--- config.mk ---
export PLATFORM = sky130hd
export DESIGN_NAME = irq_accept_unit
export DESIGN_NICKNAME = d
export VERILOG_FILES = /design/src/rtl/irq_accept_pkg.sv /design/src/rtl/irq_int_path.sv /design/src/rtl/irq_ext_path.sv /design/src/rtl/irq_take_gate.sv /design/src/rtl/irq_accept_unit.sv
export SDC_FILE = /design/constraint.sdc
export NUM_CORES = 1
export LEC_CHECK = 0
export BUFFER_PORTS_ARGS = -buffer_cell sky130_fd_sc_hd__buf_2
export CORE_AREA = 10 10 92 94
export DETAILED_ROUTE_END_ITERATION = 10
export DIE_AREA = 0 0 102 104
export GPL_TIMING_DRIVEN = 0
export SETUP_SLACK_MARGIN = 0.3
export SYNTH_ARGS = -nofsm -noshare
export SYNTH_HDL_FRONTEND = slang
export SYNTH_SLANG_ARGS = --single-unit
--- constraint.sdc ---
create_clock -name clk -period 1.3 [get_ports clk]
set_input_delay 0.26 -clock clk [delete_from_list [all_inputs] [get_ports clk]]
set_output_delay 0.26 -clock clk [all_outputs]
set_load 0.005 [all_outputs]
--- src/rtl/irq_accept_pkg.sv ---
package irq_accept_pkg;
  localparam int LVL_W = 6;

  typedef struct packed {
    logic             pie;
    logic             rsie;
    logic             nmi;
    logic [LVL_W-1:0] il;
    logic [LVL_W-1:0] crs;
  } irq_status_t;

  typedef struct packed {
    logic             valid;
    logic             nmi;
    logic [LVL_W-1:0] level;
    logic [LVL_W-1:0] rset;
  } ext_req_t;
endpackage

--- src/rtl/irq_int_path.sv ---
module irq_int_path #(
  parameter int NUM_LINES = 32
) (
  input  logic                 clk,
  input  logic                 rst,
  input  logic [NUM_LINES-1:0] lines,
  input  logic                 we,
  input  logic [NUM_LINES-1:0] wdata,
  input  logic                 pie,
  output logic [NUM_LINES-1:0] pend,
  output logic                 decide,
  output logic                 busy
);
  logic [NUM_LINES-1:0] pend_q;
  logic [NUM_LINES-1:0] en_q;

  always_ff @(posedge clk) begin
    if (rst) begin
      pend_q <= '0;
      en_q   <= '0;
    end else begin
      pend_q <= lines;
      if (we) en_q <= wdata;
    end
  end

  assign pend   = pend_q;
  assign decide = pie & (|(pend_q & en_q));
  assign busy   = |pend_q;

  // pending mirrors the request lines one edge later
  assert_pend_follows_R1: assert property (@(posedge clk) disable iff (rst)
    !$past(rst) |-> pend_q == $past(lines));

  // enable register is untouched without a write strobe
  assert_enable_hold_R3: assert property (@(posedge clk) disable iff (rst)
    (!$past(rst) && !$past(we)) |-> $stable(en_q));
endmodule

--- src/rtl/irq_ext_path.sv ---
module irq_ext_path
  import irq_accept_pkg::*;
(
  input  logic        clk,
  input  logic        rst,
  input  ext_req_t    req,
  input  irq_status_t st,
  output ext_req_t    held,
  output logic        decide,
  output logic        busy
);
  ext_req_t req_q;
  logic     lvl_ok;
  logic     set_differs;

  always_ff @(posedge clk) begin
    if (rst) req_q <= '0;
    else     req_q <= req;
  end

  assign lvl_ok      = req_q.level > st.il;
  assign set_differs = req_q.rset != st.crs;

  always_comb begin
    decide = 1'b0;
    if (req_q.valid) begin
      if (req_q.nmi)          decide = !st.nmi;
      else if (!st.pie)       decide = 1'b0;
      else if (!lvl_ok)       decide = 1'b0;
      else if (set_differs)   decide = 1'b1;
      else                    decide = st.rsie;
    end
  end

  assign held = req_q;
  assign busy = req_q.valid;
endmodule

--- src/rtl/irq_take_gate.sv ---
module irq_take_gate (
  input  logic clk,
  input  logic rst,
  input  logic decide,
  input  logic busy,
  input  logic at_boundary,
  output logic take_q,
  output logic work_q
);
  always_ff @(posedge clk) begin
    if (rst) begin
      take_q <= 1'b0;
      work_q <= 1'b0;
    end else begin
      take_q <= decide & at_boundary & ~take_q;
      work_q <= busy;
    end
  end

  // a take follows a boundary edge
  assert_take_boundary_R10: assert property (@(posedge clk) disable iff (rst)
    take_q |-> $past(at_boundary));

  // no two takes back to back
  assert_take_single_R10: assert property (@(posedge clk) disable iff (rst)
    take_q |=> !take_q);
endmodule

--- src/rtl/irq_accept_unit.sv ---
module irq_accept_unit
  import irq_accept_pkg::*;
#(
  parameter int NUM_LINES = 32,
  parameter bit EXT_MODE  = 1'b0
) (
  input  logic                 clk,
  input  logic                 rst,
  input  logic [NUM_LINES-1:0] irq_lines,
  input  logic                 enable_we,
  input  logic [NUM_LINES-1:0] enable_wdata,
  input  logic                 ext_valid,
  input  logic                 ext_nmi,
  input  logic [LVL_W-1:0]     ext_level,
  input  logic [LVL_W-1:0]     ext_set,
  input  logic                 st_pie,
  input  logic                 st_rsie,
  input  logic                 st_nmi,
  input  logic [LVL_W-1:0]     st_il,
  input  logic [LVL_W-1:0]     st_crs,
  input  logic                 at_boundary,
  output logic [NUM_LINES-1:0] pending,
  output logic                 take_irq,
  output logic                 work_pending
);
  irq_status_t st_w;
  ext_req_t    req_w;
  logic        decide_w;
  logic        busy_w;

  assign st_w  = '{pie: st_pie, rsie: st_rsie, nmi: st_nmi, il: st_il, crs: st_crs};
  assign req_w = '{valid: ext_valid, nmi: ext_nmi, level: ext_level, rset: ext_set};

  generate
    if (EXT_MODE) begin : g_ext
      ext_req_t held_w;
      logic     unused_int;

      assign unused_int = ^{irq_lines, enable_we, enable_wdata};
      assign pending    = '0;

      irq_ext_path u_ext (
        .clk    (clk),
        .rst    (rst),
        .req    (req_w),
        .st     (st_w),
        .held   (held_w),
        .decide (decide_w),
        .busy   (busy_w)
      );

      // non-maskable take only outside an NMI handler
      assert_nmi_gate_R4: assert property (@(posedge clk) disable iff (rst)
        (take_irq && $past(held_w.nmi)) |-> !$past(st_nmi));
      // maskable take needs global enable
      assert_pie_gate_R5: assert property (@(posedge clk) disable iff (rst)
        (take_irq && !$past(held_w.nmi)) |-> $past(st_pie));
      // maskable take needs a strictly higher level
      assert_level_gate_R6: assert property (@(posedge clk) disable iff (rst)
        (take_irq && !$past(held_w.nmi)) |-> ($past(held_w.level) > $past(st_il)));
      // same-set take needs the set interrupt enable
      assert_same_set_R8: assert property (@(posedge clk) disable iff (rst)
        (take_irq && !$past(held_w.nmi) && ($past(held_w.rset) == $past(st_crs)))
          |-> $past(st_rsie));
      // work flag follows the held request
      assert_work_ext_R9: assert property (@(posedge clk) disable iff (rst)
        !$past(rst) |-> work_pending == $past(held_w.valid));
    end else begin : g_int
      logic unused_ext;

      assign unused_ext = ^{req_w, st_w.rsie, st_w.nmi, st_w.il, st_w.crs};

      irq_int_path #(.NUM_LINES(NUM_LINES)) u_int (
        .clk    (clk),
        .rst    (rst),
        .lines  (irq_lines),
        .we     (enable_we),
        .wdata  (enable_wdata),
        .pie    (st_pie),
        .pend   (pending),
        .decide (decide_w),
        .busy   (busy_w)
      );

      // internal take needs global enable and an enabled pending line
      assert_int_gate_R2: assert property (@(posedge clk) disable iff (rst)
        take_irq |-> ($past(st_pie) && $past(|pending)));
      // work flag follows any pending line
      assert_work_int_R9: assert property (@(posedge clk) disable iff (rst)
        !$past(rst) |-> work_pending == $past(|pending));
    end
  endgenerate

  irq_take_gate u_gate (
    .clk         (clk),
    .rst         (rst),
    .decide      (decide_w),
    .busy        (busy_w),
    .at_boundary (at_boundary),
    .take_q      (take_irq),
    .work_q      (work_pending)
  );
endmodule

==> impl_metrics.py, run 1 <==
metrics = {
    "timing": {
        "setup_viol": 0,
        "rsz0062_at_grt": "true",
        "max_slew.worst_pin.slew_ps": 504.0,
        "hold_viol": 0,
        "min_period_ps": 1260,
        "layout_setup_ws_ps": 40.40,
        "clock.fmax_ghz": 0.7939,
        "drv_slew": 0,
        "skew_ps": 3.687,
        "hold_slack_ps": 131.0,
        "slew_headroom_pct": 66.40,
        "fin_crit_sh_pct": 96.89,
    },
    "global_routing": {
        "grt_pass1_vias": 2097,
        "grt-ovfl-total": 0,
        "grtUsageTotal_pct": 13.43,
        "grt_pass1_wl_um": 10960,
        "grt_max_degree": 11,
        "grt_antenna_before_repair": 0,
    },
    "yosys": {
        "syn_area_per_cell_um2": 10.91,
        "netlist_area_mm2": 0.002270,
        "synth.yosys.seq_area_share_pct": 58.21,
        "synth_nets": 305,
        "synth_seq_cells": 66,
        "ys_warn_count": 0,
        "synth.distinct_cells": 12,
        "synthCells": 208,
    },
    "pwr": {
        "leakagePower_nw": 1.638,
        "power.density_mw_per_mm2": 1187,
        "vdd_drop_max_mv": 0.5405,
    },
    "min_path": {
        "hold_class": "input pin to flip-flop",
    },
    "worst_setup_path": {
        "r2r-end": "u_gate.take_q$_SDFF_PP0_",
        "path_class": "flip-flop to flip-flop",
        "endpoint": "u_gate.take_q$_SDFF_PP0_",
        "endpoint_kind": "flip-flop",
        "r2r_setup_slack_ps": 40,
        "crit_path_max_fanout": 3,
        "start_kind": "flip-flop",
        "required_ps": 1500,
        "reg2reg_depth": 4,
        "crit_path_start": "g_int.u_int.pend[17]$_SDFF_PP0_",
        "cp.arrival_ps": 1460,
        "reg2reg_from": "g_int.u_int.pend[17]$_SDFF_PP0_",
    },
    "status": {
        "status": "complete, no violations",
    },
    "die": {
        "rows": 30,
        "top_level_ports": 131,
        "die_y_um": 104,
        "die_area_mm2": 0.01061,
        "core_area_mm2": 0.006681,
        "start_util_pct": 33.97,
        "die_width_um": 102,
    },
    "cells_and_area": {
        "syn2layout_area_growth_pct": 59.37,
        "mostFrequentLayoutCells": "buf_2 (74), buf_6 (40), nor2_1 (34), dfxtp_1 (33)",
        "finalNetCount": 432,
        "drive_gt1_share_pct": 55.16,
        "final.fill_count": 621,
        "layout_commonest_cell": "buf_2",
        "stdcell_area_mm2": 0.003617,
        "num_antenna_cells": 0,
    },
    "route": {
        "highest_layer": "met4",
        "drcViolationCount": 0,
        "met2_length_um": 3560,
        "drtIter0Drc": 37,
        "routed_via_density": 4.709,
        "routedWlPerCell_um": 17.56,
        "postRouteAntennaNets": 0,
        "vias": 1973,
        "dr.pass1.iters": 4,
        "wl_met3_um": 682,
        "met1_length_um": 3028,
        "wl_um": 7356,
    },
    "cts": {
        "clockBufferDepth": 2,
        "root_buffer": "clkbuf_8",
        "htree_num_levels": 3,
        "cts.clk_slew.worst_paths_ps": 70,
        "cts.sinks": 66,
        "ctsHoldBuffers": 0,
        "clk_latency_ps": 330,
        "cts_inserted_buffers": 9,
        "tritoncts": "built",
    },
    "place": {
        "gp_congestion": 0.7321,
        "dp_slack_ps": -35.23,
        "place_hpwl_um": 5646,
        "numPortBuffers": 100,
        "placed_cell_area_mm2": 0.002870,
    },
    "job": {
        "maxCapViolCount": 0,
    },
}
-- critical path, cell delays in order (launching register included) --
cell,delay [ps]
dfxtp_4,360
a22oi_1,160
nand4_1,160
nor4_2,380
nor4_1,70
-- how the worst min path moves through the flow --
| stage | start | endpoint | slack [ps] | cells after the start |
|---|---|---|---|---|
| 6_report | irq_lines[28] | g_int.u_int.pend[28]$_SDFF_PP0_ | 130 | 2 |
| 5_1_grt | irq_lines[3] | g_int.u_int.pend[3]$_SDFF_PP0_ | 120 | 2 |
| 4_1_cts | irq_lines[28] | g_int.u_int.pend[28]$_SDFF_PP0_ | 120 | 2 |
| 3_5_place_dp | u_gate.take_q$_SDFF_PP0_ | u_gate.take_q$_SDFF_PP0_ | 410 | 1 |
| 3_3_place_gp | u_gate.take_q$_SDFF_PP0_ | u_gate.take_q$_SDFF_PP0_ | 400 | 1 |
| 2_1_floorplan | st_pie | u_gate.take_q$_SDFF_PP0_ | 390 | 2 |
-- cells by family after synthesis --
logic type | after synthesis | share of synthesized area, %
and+or+nand+nor | 83 | 19.02
DFF | 66 | 58.21
muxes | 32 | 14.11
AOI/OAI and AO/OA | 16 | 5.513
buffers and inverters | 11 | 3.142
-- flip-flops by register name, indices dropped and copies added (netlist names) --
name / flops
u_gate.take_q: 1
g_int.u_int.en_q: 32
g_int.u_int.pend: 32
u_gate.work_q: 1
-- routing by layer --
layer,up-vias,global-route usage [%]
li1,973,-
met1,908,15.45
met2,79,21.37
met3,13,5.648
met4,0,5.141
met5,-,0
-- repair_timing --
item | in CTS | in global routing
pin swaps | 7 | 6
endpoints found under the setup margin | 36 | 36
buffers inserted | 9 | 7
resized for setup | 72 | 43
hold endpoints to repair | 0 | 0
-- area by class of cell --
type                            instances  area [um2]  share of cell area, %
Clock inverter                          3       15.01                 0.4151
Sequential cell                        66        1425                  39.40
Multi-Input combinational cell        131        1011                  27.95
Tap cell                               80       100.1                  2.767
Clock buffer                           12       155.1                  4.289
Buffer                                 11       71.32                  1.972
Timing Repair Buffer                  116       839.6                  23.21
-- Yosys cell counts (all sizes together) --
library cell,number,share of area (%)
buf,9,2.8
nor2b,32,8.8
a22oi,16,5.5
nor2,34,5.6
nand4,6,1.7
mux2i,32,14
nand2,1,0.17
clkbuf,2,0.33
dfxtp,66,58
nor4,10,2.8
-- through the flow --
stage	instances	TNS (ps)	power (mW)	utilization [%]
2_1_floorplan	208	0	2.462	-
3_3_place_gp	388	-40.10	2.689	42.96
3_5_place_dp	388	-35.23	2.696	42.96
4_1_cts	412	0	4.277	50.26
5_1_grt	419	-37.24	4.496	54.14
6_report	419	0	4.293	54.14
-- where the power goes --
group	internal (mW)	leakage [nW]	switching [mW]
clock network	0.776	0.0920	0.716
registers	2.12	0.564	0.114
logic	0.349	0.982	0.216
total	3.25	1.64	1.05
No activity file was read; power rests on OpenSTA's default activity.
==> inputs of run 2 (changes only) <==
--- a/config.mk
+++ b/config.mk
@@ -6,9 +6,9 @@
 export NUM_CORES = 1
 export LEC_CHECK = 0
 export BUFFER_PORTS_ARGS = -buffer_cell sky130_fd_sc_hd__buf_2
-export CORE_AREA = 10 10 92 94
+export CORE_AREA = 2 2 84 86
 export DETAILED_ROUTE_END_ITERATION = 10
-export DIE_AREA = 0 0 102 104
+export DIE_AREA = 0 0 86 88
 export GPL_TIMING_DRIVEN = 0
 export SETUP_SLACK_MARGIN = 0.3
 export SYNTH_ARGS = -nofsm -noshare
==> run 2 against run 1 <==
Compared with the run above:
- global-route usage rose by 3.7 points
- clock skew rose by 3.0 ps
- largest cell class unchanged
- design area fell by 9.3%
- flip-flop and latch count did not move
- largest power group unchanged
- final cell count fell by 2.1%
- die area fell by 29%
==> impl_metrics.py, run 2 (same netlist as run 1, synthesis figures left out) <==
metrics = {
    "timing": {
        "rsz0062_at_grt": "true",
        "layout_setup_ws_ps": 66.56,
        "setup_viol": 0,
        "fin_crit_sh_pct": 94.88,
        "min_period_ps": 1233,
        "slew_headroom_pct": 66.25,
        "max_slew.worst_pin.slew_ps": 506.3,
        "hold_viol": 0,
        "skew_ps": 6.721,
        "clock.fmax_ghz": 0.8107,
        "hold_slack_ps": 134.9,
        "drv_slew": 0,
    },
    "cells_and_area": {
        "syn2layout_area_growth_pct": 44.60,
        "finalNetCount": 423,
        "num_antenna_cells": 0,
        "fin_util_pct": 49.40,
        "stdcell_area_mm2": 0.003282,
        "drive_gt1_share_pct": 51.82,
        "mostFrequentLayoutCells": "buf_2 (92), nor2_1 (34), dfxtp_1 (33), nor2b_1 (32), mux2i_1 (32)",
        "layout_commonest_cell": "buf_2",
    },
    "pwr": {
        "clockPowerShare_pct": 33.3,
        "leakagePower_nw": 1.520,
        "power.density_mw_per_mm2": 1243,
        "comb_power_share_pct": 11.6,
        "internal-power_mw": 3.110,
        "p_sw_mw": 0.9697,
        "switching_share_pct": 23.77,
        "vdd_drop_max_mv": 0.8194,
        "p_total_mw": 4.080,
        "p_seq_share_pct": 55.1,
    },
    "global_routing": {
        "grt_antenna_before_repair": 0,
        "grt_pass1_wl_um": 9591,
        "grtUsageTotal_pct": 17.13,
        "grt_pass1_vias": 1935,
        "grt-ovfl-total": 0,
        "grt_max_degree": 11,
    },
    "cts": {
        "ctsHoldBuffers": 0,
        "cts.clk_slew.worst_paths_ps": 70,
        "cts.sinks": 66,
        "tritoncts": "built",
        "root_buffer": "clkbuf_8",
        "clockBufferDepth": 2,
        "cts_inserted_buffers": 9,
        "clk_latency_ps": 330,
        "htree_num_levels": 3,
    },
    "status": {
        "status": "complete, no violations",
    },
    "route": {
        "vias": 1919,
        "dr.pass1.iters": 4,
        "drtIter0Drc": 80,
        "wl_um": 6225,
        "postRouteAntennaNets": 0,
        "routed_via_density": 4.680,
        "drcViolationCount": 0,
        "routedWlPerCell_um": 15.18,
    },
    "min_path": {
        "hold_start": "irq_lines[27]",
        "min_to": "g_int.u_int.pend[27]$_SDFF_PP0_",
        "hold_class": "input pin to flip-flop",
        "hold_depth": 2,
    },
    "place": {
        "numPortBuffers": 100,
        "placed_cell_area_mm2": 0.002870,
        "place_hpwl_um": 4792,
        "gp_congestion": 0.7449,
        "dp_slack_ps": -5.104,
    },
    "worst_setup_path": {
        "reg2reg_from": "g_int.u_int.pend[19]$_SDFF_PP0_",
        "r2r-end": "u_gate.take_q$_SDFF_PP0_",
        "required_ps": 1500,
        "r2r_setup_slack_ps": 70,
        "cp.arrival_ps": 1440,
        "endpoint_kind": "flip-flop",
        "path_class": "flip-flop to flip-flop",
        "crit_path_max_fanout": 3,
        "start_kind": "flip-flop",
        "reg2reg_depth": 4,
    },
    "die": {
        "rows": 30,
        "start_util_pct": 34.16,
        "top_level_ports": 131,
        "die_width_um": 86,
        "die_y_um": 88,
        "core_area_mm2": 0.006644,
        "die_area_mm2": 0.007568,
    },
    "job": {
        "maxCapViolCount": 0,
    },
}
## run 2: power by group through the flow
stage                     clock network, mW  registers [mW]  logic, mW
after floorplan                           0            2.25      0.214
after global placement                    0            2.27      0.414
after detailed placement                  0            2.27      0.420
after CTS                              1.42            2.25      0.447
after global routing                   1.50            2.26      0.522
final                                  1.36            2.25      0.474
## run 2: stage by stage
step           cells  TNS, ps
2_1_floorplan    208        0
3_3_place_gp     388   -6.304
3_5_place_dp     388   -5.104
4_1_cts          406        0
5_1_grt          410        0
6_report         410        0
## run 2: how the worst max path moves through the flow
stage	start	endpoint	slack (ps)	cells past startpoint
2_1_floorplan	g_int.u_int.pend[19]$_SDFF_PP0_	u_gate.take_q$_SDFF_PP0_	280	4
3_3_place_gp	g_int.u_int.pend[23]$_SDFF_PP0_	u_gate.take_q$_SDFF_PP0_	-6	4
3_5_place_dp	g_int.u_int.pend[13]$_SDFF_PP0_	u_gate.take_q$_SDFF_PP0_	-5	4
4_1_cts	g_int.u_int.pend[10]$_SDFF_PP0_	u_gate.take_q$_SDFF_PP0_	80	4
5_1_grt	g_int.u_int.en_q[11]$_SDFFE_PP0P_	u_gate.take_q$_SDFF_PP0_	50	4
6_report	g_int.u_int.pend[19]$_SDFF_PP0_	u_gate.take_q$_SDFF_PP0_	70	4
## run 2: timing repair
action / CTS / global route
hold endpoints to repair: 0 / 0
buffers inserted: 3 / 4
endpoints found under the setup margin: 36 / 36
cloned: 0 / 0
pin swaps: 6 / 4
gates resized for setup: 46 / 20
## run 2: cell type report
type,count,area [um2]
fillers,636,3362
flip-flops and latches,66,1380
multi-input cells,131,943.4
repair buffers,107,640.6
clock buffers,15,146.4
well taps,80,100.1
plain buffers,11,71.32
## run 2: critical path: stages (launching register included)
cell,delay [ps]
dfxtp_2,330
a22oi_2,190
nand4_1,160
nor4_2,360
nor4_1,70
## run 2: metal layers
| layer | up-vias | GRT usage [%] | share of wire [%] |
|---|---|---|---|
| li1 | 952 | - | - |
| met1 | 884 | 20.68 | 43 |
| met2 | 74 | 27.70 | 47 |
| met3 | 9 | 8.388 | 9.1 |
| met4 | 0 | 3.896 | 1.0 |
| met5 | - | 0 | 0 |
